--- config.mk ---
export PLATFORM = sky130hd
export DESIGN_NAME = rxq_wait_ctrl
export DESIGN_NICKNAME = d
export VERILOG_FILES = /design/src/rtl/rxq_pkg.sv /design/src/rtl/rxq_rst_sync.sv /design/src/rtl/rxq_fifo.sv /design/src/rtl/rxq_route.sv /design/src/rtl/rxq_wait_fsm.sv /design/src/rtl/rxq_wait_ctrl.sv
export SDC_FILE = /design/constraint.sdc
export NUM_CORES = 1
export LEC_CHECK = 0
export BUFFER_PORTS_ARGS = -buffer_cell sky130_fd_sc_hd__buf_2
export CORE_AREA = 4 4 105 97
export CTS_CLUSTER_DIAMETER = 120
export DETAILED_ROUTE_END_ITERATION = 12
export DIE_AREA = 0 0 109 101
export PLACE_DENSITY_LB_ADDON = 0.15
export SLEW_MARGIN = 15
export SYNTH_ARGS = -nofsm -noshare
export SYNTH_HDL_FRONTEND = slang
export SYNTH_SLANG_ARGS = --single-unit
--- constraint.sdc ---
create_clock -name clk -period 7.2 [get_ports clk]
set_clock_uncertainty 0.15 [all_clocks]
set_input_delay 1.44 -clock clk [delete_from_list [all_inputs] [get_ports clk]]
set_output_delay 1.44 -clock clk [all_outputs]
set_load 0.05 [all_outputs]
--- src/rtl/rxq_pkg.sv ---
package rxq_pkg;

  typedef enum logic {
    WS_IDLE = 1'b0,
    WS_HOLD = 1'b1
  } wait_state_e;

endpackage

--- src/rtl/rxq_rst_sync.sv ---
module rxq_rst_sync (
  input  logic clk,
  input  logic rst_n,
  output logic rst_sync_n
);

  logic stage1_q;
  logic stage2_q;

  always_ff @(posedge clk or negedge rst_n) begin
    if (!rst_n) begin
      stage1_q <= 1'b0;
      stage2_q <= 1'b0;
    end else begin
      stage1_q <= 1'b1;
      stage2_q <= stage1_q;
    end
  end

  assign rst_sync_n = stage2_q;

endmodule

--- src/rtl/rxq_fifo.sv ---
module rxq_fifo #(
  parameter int DW    = 16,
  parameter int DEPTH = 8,
  localparam int PW   = (DEPTH > 1) ? $clog2(DEPTH) : 1,
  localparam int LW   = $clog2(DEPTH + 1)
) (
  input  logic          clk,
  input  logic          rst_n,
  input  logic          push,
  input  logic [DW-1:0] push_data,
  input  logic          pop,
  output logic [DW-1:0] head_data,
  output logic [LW-1:0] level,
  output logic          empty,
  output logic          full,
  output logic          overflow
);

  logic [DW-1:0] mem_q [DEPTH];
  logic [PW-1:0] wr_ptr_q, wr_ptr_n;
  logic [PW-1:0] rd_ptr_q, rd_ptr_n;
  logic [LW-1:0] level_q, level_n;
  logic          ovf_q, ovf_n;
  logic          push_ok;
  logic          pop_ok;

  assign empty   = (level_q == '0);
  assign full    = (level_q == LW'(DEPTH));
  assign push_ok = push && !full;
  assign pop_ok  = pop && !empty;

  always_comb begin
    wr_ptr_n = wr_ptr_q;
    rd_ptr_n = rd_ptr_q;
    level_n  = level_q;
    ovf_n    = ovf_q | (push && full);
    if (push_ok) begin
      wr_ptr_n = (wr_ptr_q == PW'(DEPTH - 1)) ? '0 : wr_ptr_q + 1'b1;
    end
    if (pop_ok) begin
      rd_ptr_n = (rd_ptr_q == PW'(DEPTH - 1)) ? '0 : rd_ptr_q + 1'b1;
    end
    if (push_ok && !pop_ok) begin
      level_n = level_q + 1'b1;
    end else if (pop_ok && !push_ok) begin
      level_n = level_q - 1'b1;
    end
  end

  always_ff @(posedge clk or negedge rst_n) begin
    if (!rst_n) begin
      wr_ptr_q <= '0;
      rd_ptr_q <= '0;
      level_q  <= '0;
      ovf_q    <= 1'b0;
    end else begin
      wr_ptr_q <= wr_ptr_n;
      rd_ptr_q <= rd_ptr_n;
      level_q  <= level_n;
      ovf_q    <= ovf_n;
    end
  end

  always_ff @(posedge clk) begin
    if (push_ok) begin
      mem_q[wr_ptr_q] <= push_data;
    end
  end

  assign head_data = mem_q[rd_ptr_q];
  assign level     = level_q;
  assign overflow  = ovf_q;


  overflow_sticky_chk: assert property (@(posedge clk) disable iff (!rst_n)
    overflow |=> overflow);


  level_bound_chk: assert property (@(posedge clk) disable iff (!rst_n)
    level <= LW'(DEPTH));


  level_step_chk: assert property (@(posedge clk) disable iff (!rst_n)
    (push && !full && !pop) |=> (level == $past(level) + 1'b1));

endmodule

--- src/rtl/rxq_route.sv ---
module rxq_route #(
  parameter int NSEC = 4,
  localparam int SELW = (NSEC > 1) ? $clog2(NSEC) : 1
) (
  input  logic            clk,
  input  logic            rst_n,
  input  logic            head_valid,
  input  logic [SELW-1:0] head_dest,
  input  logic [NSEC-1:0] sec_full,
  output logic            pop,
  output logic [NSEC-1:0] sec_push
);

  logic dest_free;

  assign dest_free = !sec_full[head_dest];
  assign pop       = head_valid && dest_free;

  for (genvar gi = 0; gi < NSEC; gi++) begin : g_lane
    assign sec_push[gi] = pop && (head_dest == SELW'(gi));
  end


  sec_push_onehot_chk: assert property (@(posedge clk) disable iff (!rst_n)
    $onehot0(sec_push));


  push_into_full_chk: assert property (@(posedge clk) disable iff (!rst_n)
    (sec_push & sec_full) == '0);

endmodule

--- src/rtl/rxq_wait_fsm.sv ---
module rxq_wait_fsm
  import rxq_pkg::*;
(
  input  logic clk,
  input  logic rst_n,
  input  logic any_full,
  input  logic queue_empty,
  output logic wait_req
);

  wait_state_e state_q, state_n;

  always_comb begin
    state_n = state_q;
    unique case (state_q)
      WS_IDLE: if (any_full) state_n = WS_HOLD;
      WS_HOLD: if (queue_empty && !any_full) state_n = WS_IDLE;
      default: state_n = WS_IDLE;
    endcase
  end

  always_ff @(posedge clk or negedge rst_n) begin
    if (!rst_n) begin
      state_q <= WS_IDLE;
    end else begin
      state_q <= state_n;
    end
  end

  assign wait_req = (state_q == WS_HOLD);


  wait_rise_chk: assert property (@(posedge clk) disable iff (!rst_n)
    any_full |=> wait_req);


  wait_hold_chk: assert property (@(posedge clk) disable iff (!rst_n)
    (wait_req && !queue_empty) |=> wait_req);


  wait_release_chk: assert property (@(posedge clk) disable iff (!rst_n)
    (wait_req && queue_empty && !any_full) |=> !wait_req);

endmodule

--- src/rtl/rxq_wait_ctrl.sv ---
module rxq_wait_ctrl #(
  parameter int DW       = 16,
  parameter int NSEC     = 4,
  parameter int DEPTH    = 8,
  parameter int INFLIGHT = 6,
  localparam int SELW    = (NSEC > 1) ? $clog2(NSEC) : 1,
  localparam int LW      = $clog2(DEPTH + 1)
) (
  input  logic            clk,
  input  logic            rst_n,
  input  logic            in_valid,
  input  logic [DW-1:0]   in_data,
  input  logic [NSEC-1:0] sec_full,
  output logic [NSEC-1:0] sec_push,
  output logic [DW-1:0]   sec_data,
  output logic            wait_req,
  output logic            overflow,
  output logic [LW-1:0]   fill_level
);

  if (DEPTH < INFLIGHT + 1) begin : g_depth_bad
    $error("rxq_wait_ctrl: DEPTH must be at least INFLIGHT + 1");
  end

  logic          rst_int_n;
  logic          q_pop;
  logic          q_empty;
  logic          q_full;
  logic [DW-1:0] q_head;

  rxq_rst_sync u_rst_sync (
    .clk        (clk),
    .rst_n      (rst_n),
    .rst_sync_n (rst_int_n)
  );

  rxq_fifo #(
    .DW    (DW),
    .DEPTH (DEPTH)
  ) u_fifo (
    .clk       (clk),
    .rst_n     (rst_int_n),
    .push      (in_valid),
    .push_data (in_data),
    .pop       (q_pop),
    .head_data (q_head),
    .level     (fill_level),
    .empty     (q_empty),
    .full      (q_full),
    .overflow  (overflow)
  );

  rxq_route #(
    .NSEC (NSEC)
  ) u_route (
    .clk        (clk),
    .rst_n      (rst_int_n),
    .head_valid (!q_empty),
    .head_dest  (q_head[SELW-1:0]),
    .sec_full   (sec_full),
    .pop        (q_pop),
    .sec_push   (sec_push)
  );

  rxq_wait_fsm u_wait_fsm (
    .clk         (clk),
    .rst_n       (rst_int_n),
    .any_full    (|sec_full),
    .queue_empty (q_empty),
    .wait_req    (wait_req)
  );

  assign sec_data = q_head;


  no_overflow_while_room_chk: assert property (@(posedge clk) disable iff (!rst_int_n)
    (!overflow && !(in_valid && q_full)) |=> !overflow);

endmodule

Word level (Yosys, flattened, before mapping)
Memory sizes are Yosys's and may differ from the RTL's.
Cells that the tools add are included.
- register bits after elaboration: 14
- memory bits (writable): 128
- bits of input ports: 23
- memories kept: 1
- add/subtract/negate cells: 4
- $lt $le $gt $ge: 1
- eq/ne operators: 6
- multiplexer cells: 11
- bitwise gates (word level): 2
- reduce and logical (&&, ||, !) cells: 21
- memories (name ; words ; bits a word ; read ports ; clocked after Yosys merged registers in ; wr ports ; line ; source):
    u_fifo.mem_q ; 8 ; 16 ; 1 ; 0 ; 1 ; rxq_fifo.sv:19 ; logic [DW-1:0] mem_q [DEPTH];
- operator list (cell ; count):
    $logic_and A1 B1 Y1 ; 11
    $mux W4 ; 2
    $add A3 B1 Y3 const B ; 2
    $eq A3 B3 Y1 const B ; 2
    $logic_not A1 Y1 ; 6
    $mux W3 ; 2
    $mux W1 ; 5
    $add A4 B1 Y4 const B ; 1
    $eq A2 B2 Y1 const B ; 2
    $eq A4 B4 Y1 const B ; 1
    $logic_not A4 Y1 ; 1
    $reduce_or A4 Y1 ; 1
    $sub A4 B1 Y4 const B ; 1
    $lt A2 B3 Y1 const B ; 1
    $bmux W1 S2 ; 1
    $eq A2 B1 Y1 const B ; 1
    $logic_not A2 Y1 ; 1
    $pmux W1 S2 ; 1
    $reduce_bool A2 Y1 ; 1
    $not A1 Y1 ; 1
    $or A1 B1 Y1 ; 1

Longest topological paths before layout
An unclocked memory read counts as a cell.
- word-level depth: 9
- mapped depth: 14
- depth with buffers taken out: 13

Modules after synthesis
From an unflattened synthesis, not the netlist that was laid out.
- cell total of the unflattened synthesis: 267
- area, all modules: 5785.5 um2
- modules (own cells, without submodules) (module ; times used ; cells each ; area each (um2) ; seq. area each (um2)):
    rxq_fifo ; 1 ; 252 ; 5620.4 ; 4119.0
    rxq_route ; 1 ; 7 ; 63.8 ; 0.0
    rxq_rst_sync ; 1 ; 3 ; 53.8 ; 50.0
    rxq_wait_fsm ; 1 ; 3 ; 36.3 ; 25.0
    rxq_wait_ctrl ; 1 ; 2 ; 11.3 ; 0.0

Least setup slack after synthesis
OpenSTA, ideal clock, no wires.
- path kind: register to output
- from: register u_fifo.rd_ptr_q[0]
- to: output port sec_push[1]
- arrival time: 2686 ps
- required time: 5610 ps
- setup slack: 2924 ps
- stages on the path, launching flop included: 7
- path through: dfrtp_1 buf_6 mux2i_1 mux4_2 inv_1 nand2_1 nor3_1
- cells in the longest elaborated chain, start to end: 6
- elaborated cells on any way between the ends: 7
- those cells by class: 1 x eq/ne; 2 x mux; 3 x reduce/logical; 1 x memory
- RTL lines (item ; line ; source):
    from (decl) ; rxq_fifo.sv:21 ; logic [PW-1:0] rd_ptr_q, rd_ptr_n;
    from (signal assigned) ; rxq_fifo.sv:58 ; rd_ptr_q <= rd_ptr_n;
    $mem_v2 Z8 W16 * ; - ;
    via sec_data[0] ; rxq_wait_ctrl.sv:15 ; output logic [DW-1:0] sec_data,
    $bmux W1 S2 ; rxq_route.sv:16 ; assign dest_free = !sec_full[head_dest];
    $mux W1 (implied by the code) ; rxq_route.sv:16 ;
    $logic_not A1 Y1 ; rxq_route.sv:16 ;
    $logic_and A1 B1 Y1 ; rxq_route.sv:17 ; assign pop = head_valid && dest_free;
    $logic_and A1 B1 Y1 * ; rxq_route.sv:20 ; assign sec_push[gi] = pop && (head_dest == SELW'(gi));
    to (decl) ; rxq_wait_ctrl.sv:14 ; output logic [NSEC-1:0] sec_push,
The timed path passes the listed nets; every way through them passes the cells marked *. The select of a mux whose other input is x is not followed.

Worst setup path after layout
- from: register u_fifo.rd_ptr_q[0]
- to: output port sec_push[0]
- cells in the longest elaborated chain, start to end: 6
- elaborated cells on any way between the ends: 7
- those cells by class: 2 x mux; 4 x reduce/logical; 1 x memory
- RTL lines (item ; line):
    $mem_v2 Z8 W16 * ; -
    $bmux W1 S2 ; rxq_route.sv:16
    $mux W1 (implied by the code) ; rxq_route.sv:16
    $logic_not A1 Y1 ; rxq_route.sv:16
    $logic_and A1 B1 Y1 ; rxq_route.sv:17
    $logic_and A1 B1 Y1 * ; rxq_route.sv:20
Every way passes the cells marked *; elsewhere a longest branch is shown, timed or not. The select of a mux whose other input is x is not followed.

==> impl_summary.log <==
[metrics] DR vias: 2738
[metrics] final worst-path cycle share: 0.614
[metrics] overall die area: roughly 0.011 mm2
[metrics] required time at the worst-slack endpoint: between 5 and 6 ns
[metrics] Die H: a little over 100 um
[metrics] synth-to-layout area growth: 18.4%
[metrics] largest delay contributor family on the critical path: buffers and inverters
[metrics] Fin. Hold Viols: 0
[metrics] number of instances in the synthesized netlist: roughly 270
[metrics] post-synth design cell area: 0.00563 mm2
[metrics] maximum single-stage delay on the critical path: approximately 0.63 ns
[metrics] Slew Viols, Final: 0
[metrics] total track usage: 0.202
[metrics] Synth warnings: 0
[metrics] number of antenna-violating nets in the routed design: 0
[metrics] DP Area: 0.00608 mm2
[metrics] pin count of the biggest net entering global routing: 38
[metrics] cell total after placement: 440
[metrics] highest attainable clock frequency: ~0.23 GHz
[metrics] Fin Setup TNS: 0 ns
[metrics] number of register bits inferred by synthesis: around 140
[metrics] share of layout cells above drive strength 1: 0.423
[metrics] post-route standard cell area excluding fillers: between 0.006 and 0.007 mm2
[metrics] Pleak: 2.38 nW
[metrics] number of global-route vias before repair: about 2800
[metrics] half-perimeter wire length of the detailed placement result: around 5700 um
[metrics] list of cells traversed by the critical path: buf_4 -> mux4_2 -> mux2i_4 -> inv_2 -> nor3_1 -> buf_2
[metrics] clock tree from TritonCTS: done
[metrics] setup repair bufs after CTS: 0
[metrics] largest fanout of any net on the critical path: 37
[metrics] number of nets in the finished design: 368
[metrics] Starting Density: 0.623
[metrics] detailed router's first-iteration violation count: between 200 and 250
[metrics] final standard cell count with taps included and fillers excluded: between 400 and 500
[metrics] clk slew on worst S/H paths: 0.06 ns
[metrics] die outline width: 109 um
[metrics] Max Buffers Root-to-Sink: 2
[metrics] Max-Slew Margin vs Limit: 0.367
[metrics] wire length of the first global-routing pass: roughly 16000 um
[metrics] Std-Cell Core Area: 0.00904 mm2
[metrics] Unique masters post-synth: 32
[metrics] post-CTS sizing: 0
[metrics] weighted congestion reported at the end of routability-driven placement: 0.676
[metrics] cell count of the worst reg-to-reg path: 14
[metrics] capture instance of the worst register-to-register path: u_fifo.level[3]
[metrics] Inserted Clock Buffers: 17
[metrics] number of I/O pins: just under 50
[metrics] Worst R2R Start: u_fifo.rd_ptr_q[0]
[metrics] Setup CP Type: flip-flop to primary output
[metrics] startpoint type of the worst setup path: flip-flop
[metrics] arrival time of data at the critical path endpoint: between 2 and 3 ns
[metrics] num rows: 33
[metrics] final routed wirelength across all metal layers: 10100 um
[metrics] port buffer count: 48
[metrics] R2R Setup Slk: between 3 and 4 ns
[metrics] kind of path behind the tightest hold check: flip-flop to async pin
[metrics] Max H-tree Level: 4
[metrics] sequential fraction of the synthesis area: 0.745
[metrics] status: finished, final reports clean
[metrics] type of element capturing the critical path: primary output
[metrics] iteration count of the initial detailed-routing pass: 6
[metrics] Critical path buffers and inverters: 3
[metrics] vias per inst: between 5 and 6
[metrics] Setup violations, final: 0
[metrics] master of the slowest instance on the critical path: mux4_2
[metrics] Avg Inst Size Synth: roughly 21 um2
[metrics] syn nets: 300
[metrics] initial antenna violation count: 0
[metrics] Ant. Diodes: 0
[metrics] time the final worst path needs with I/O delays and setup: about 4.4 ns
[metrics] total overflow reported by the global router: 0
[metrics] cell at the root of the clock tree: clkbuf_8
[metrics] DR DRC count: 0
[metrics] total power density per cell area: 489 mW/mm2
[metrics] clock latency on the worst-skew pair: ~0.50 ns
[metrics] count of maximum capacitance violations: 0
[metrics] slew at the pin closest to its max-slew limit: 0.949 ns
[metrics] drt wl/cell: approximately 21 um
[metrics] hold buffers post-CTS: 0
[metrics] Peak supply drop: approximately 0.40 mV
[metrics] unrepaired setup endpoints after global routing: false
[metrics] sinks on the clock net: 142
==> metrics by stage <==
step / util / hold slack, ns / power (W) / worst slack (ns)
6_report: 0.737 / 0.0582 / 0.00326 / 2.78
5_1_grt: 0.737 / 0.121 / 0.00342 / 2.54
4_1_cts: 0.737 / 0.0832 / 0.00329 / 2.72
3_5_place_dp: 0.673 / 0.0840 / 0.00243 / 3.27
3_3_place_gp: 0.673 / 0.0613 / 0.00239 / 3.38
2_1_floorplan: - / -0.00278 / 0.00215 / 2.92
==> cell usage in the layout, fill, tap and decap left out, types with 2 or more instances in the layout <==
master / synthesis / layout
a21o_1: 2 / 2
buf_2: 2 / 48
buf_4: 0 / 10
bufinv_16: 0 / 3
clkbuf_1: 4 / 2
clkbuf_16: 0 / 16
clkinv_2: 0 / 2
clkinv_4: 0 / 2
clkinvlp_4: 0 / 2
dfrtp_1: 14 / 13
edfxtp_1: 128 / 128
ha_1: 7 / 7
inv_1: 3 / 3
inv_6: 0 / 3
mux2_2: 15 / 15
mux2_4: 3 / 3
mux2i_1: 5 / 5
mux4_2: 31 / 31
nand2_1: 15 / 15
nand2b_1: 3 / 3
nor2_1: 6 / 6
nor3_1: 10 / 6
nor3_2: 0 / 4
nor4_1: 3 / 2
xnor2_1: 3 / 3
==> layout make-up <==
type | count | area, um2
multi-input cells | 114 | 1410
inverters | 4 | 15.0
fillers | 524 | 2370
flip-flops and latches | 142 | 4200
clock buffers | 19 | 422
well taps | 122 | 153
clock inverters | 13 | 163
repair buffers | 58 | 315
==> kinds of logic after synthesis <==
family	Yosys count	share of synthesized area
buffers and inverters	13	0.0107
other	1	0.000666
adder cells (fa/ha/maj)	8	0.0191
XOR/XNOR	4	0.00622
flip-flops	142	0.745
multiplexers	56	0.177
AO/OA/AOI/OAI	6	0.00977
AND/OR/NAND/NOR	39	0.0318
==> Yosys cell counts, drive strengths merged <==
cell / n / share of area
a21o: 2 / 0.0027
a21oi: 1 / 0.00089
a22oi: 1 / 0.0038
a31o: 1 / 0.0016
buf: 4 / 0.0044
clkbuf: 5 / 0.0036
conb: 1 / 0.00067
dfrtp: 14 / 0.062
edfxtp: 128 / 0.68
fa: 1 / 0.0036
ha: 7 / 0.016
inv: 4 / 0.0027
mux2: 18 / 0.038
mux2i: 7 / 0.015
mux4: 31 / 0.12
nand2: 15 / 0.010
nand2b: 3 / 0.0033
nor2: 7 / 0.0051
nor2b: 1 / 0.0011
nor3: 10 / 0.0089
nor4: 3 / 0.0033
o21ai: 1 / 0.00089
xnor2: 3 / 0.0047
xor2: 1 / 0.0016
==> worst max-delay path by stage <==
stage | startpoint | to | slack [ns] | depth (start not counted)
2_1_floorplan | u_fifo.rd_ptr_q[0] | sec_push[1] | 2.92 | 6
3_3_place_gp | u_fifo.rd_ptr_q[0] | sec_push[1] | 3.38 | 6
3_5_place_dp | u_fifo.rd_ptr_q[0] | sec_push[0] | 3.27 | 6
4_1_cts | u_fifo.rd_ptr_q[0] | sec_push[0] | 2.72 | 6
5_1_grt | u_fifo.rd_ptr_q[0] | sec_push[0] | 2.54 | 6
6_report | u_fifo.rd_ptr_q[0] | sec_push[0] | 2.78 | 6
==> state kept, by name, summed over array words and instances, names as in the netlist <==
| name | flops |
|---|---|
| u_fifo.mem_q | 128 |
| u_fifo.rd_ptr_q | 3 |
| u_wait_fsm.wait_req | 1 |
| u_fifo.level | 4 |
| u_fifo.wr_ptr_q | 3 |
| u_fifo.overflow | 1 |
| u_rst_sync.rst_sync_n | 1 |
| u_rst_sync.stage1_q | 1 |
==> power by group <==
part / switching, W / internal, W
registers: 0.0000875 / 0.00104
logic: 0.000791 / 0.000486
clock network: 0.000322 / 0.000529
==> metal layers <==
layer  vias to the layer above  wire (um)  track usage
met5                         -          0            0
met4                         0         82       0.0524
met3                        13        516       0.0512
met2                        96       5290        0.331
met1                      1399       4230        0.276
li1                       1230          -            -
No activity file was read; power rests on OpenSTA's default activity.
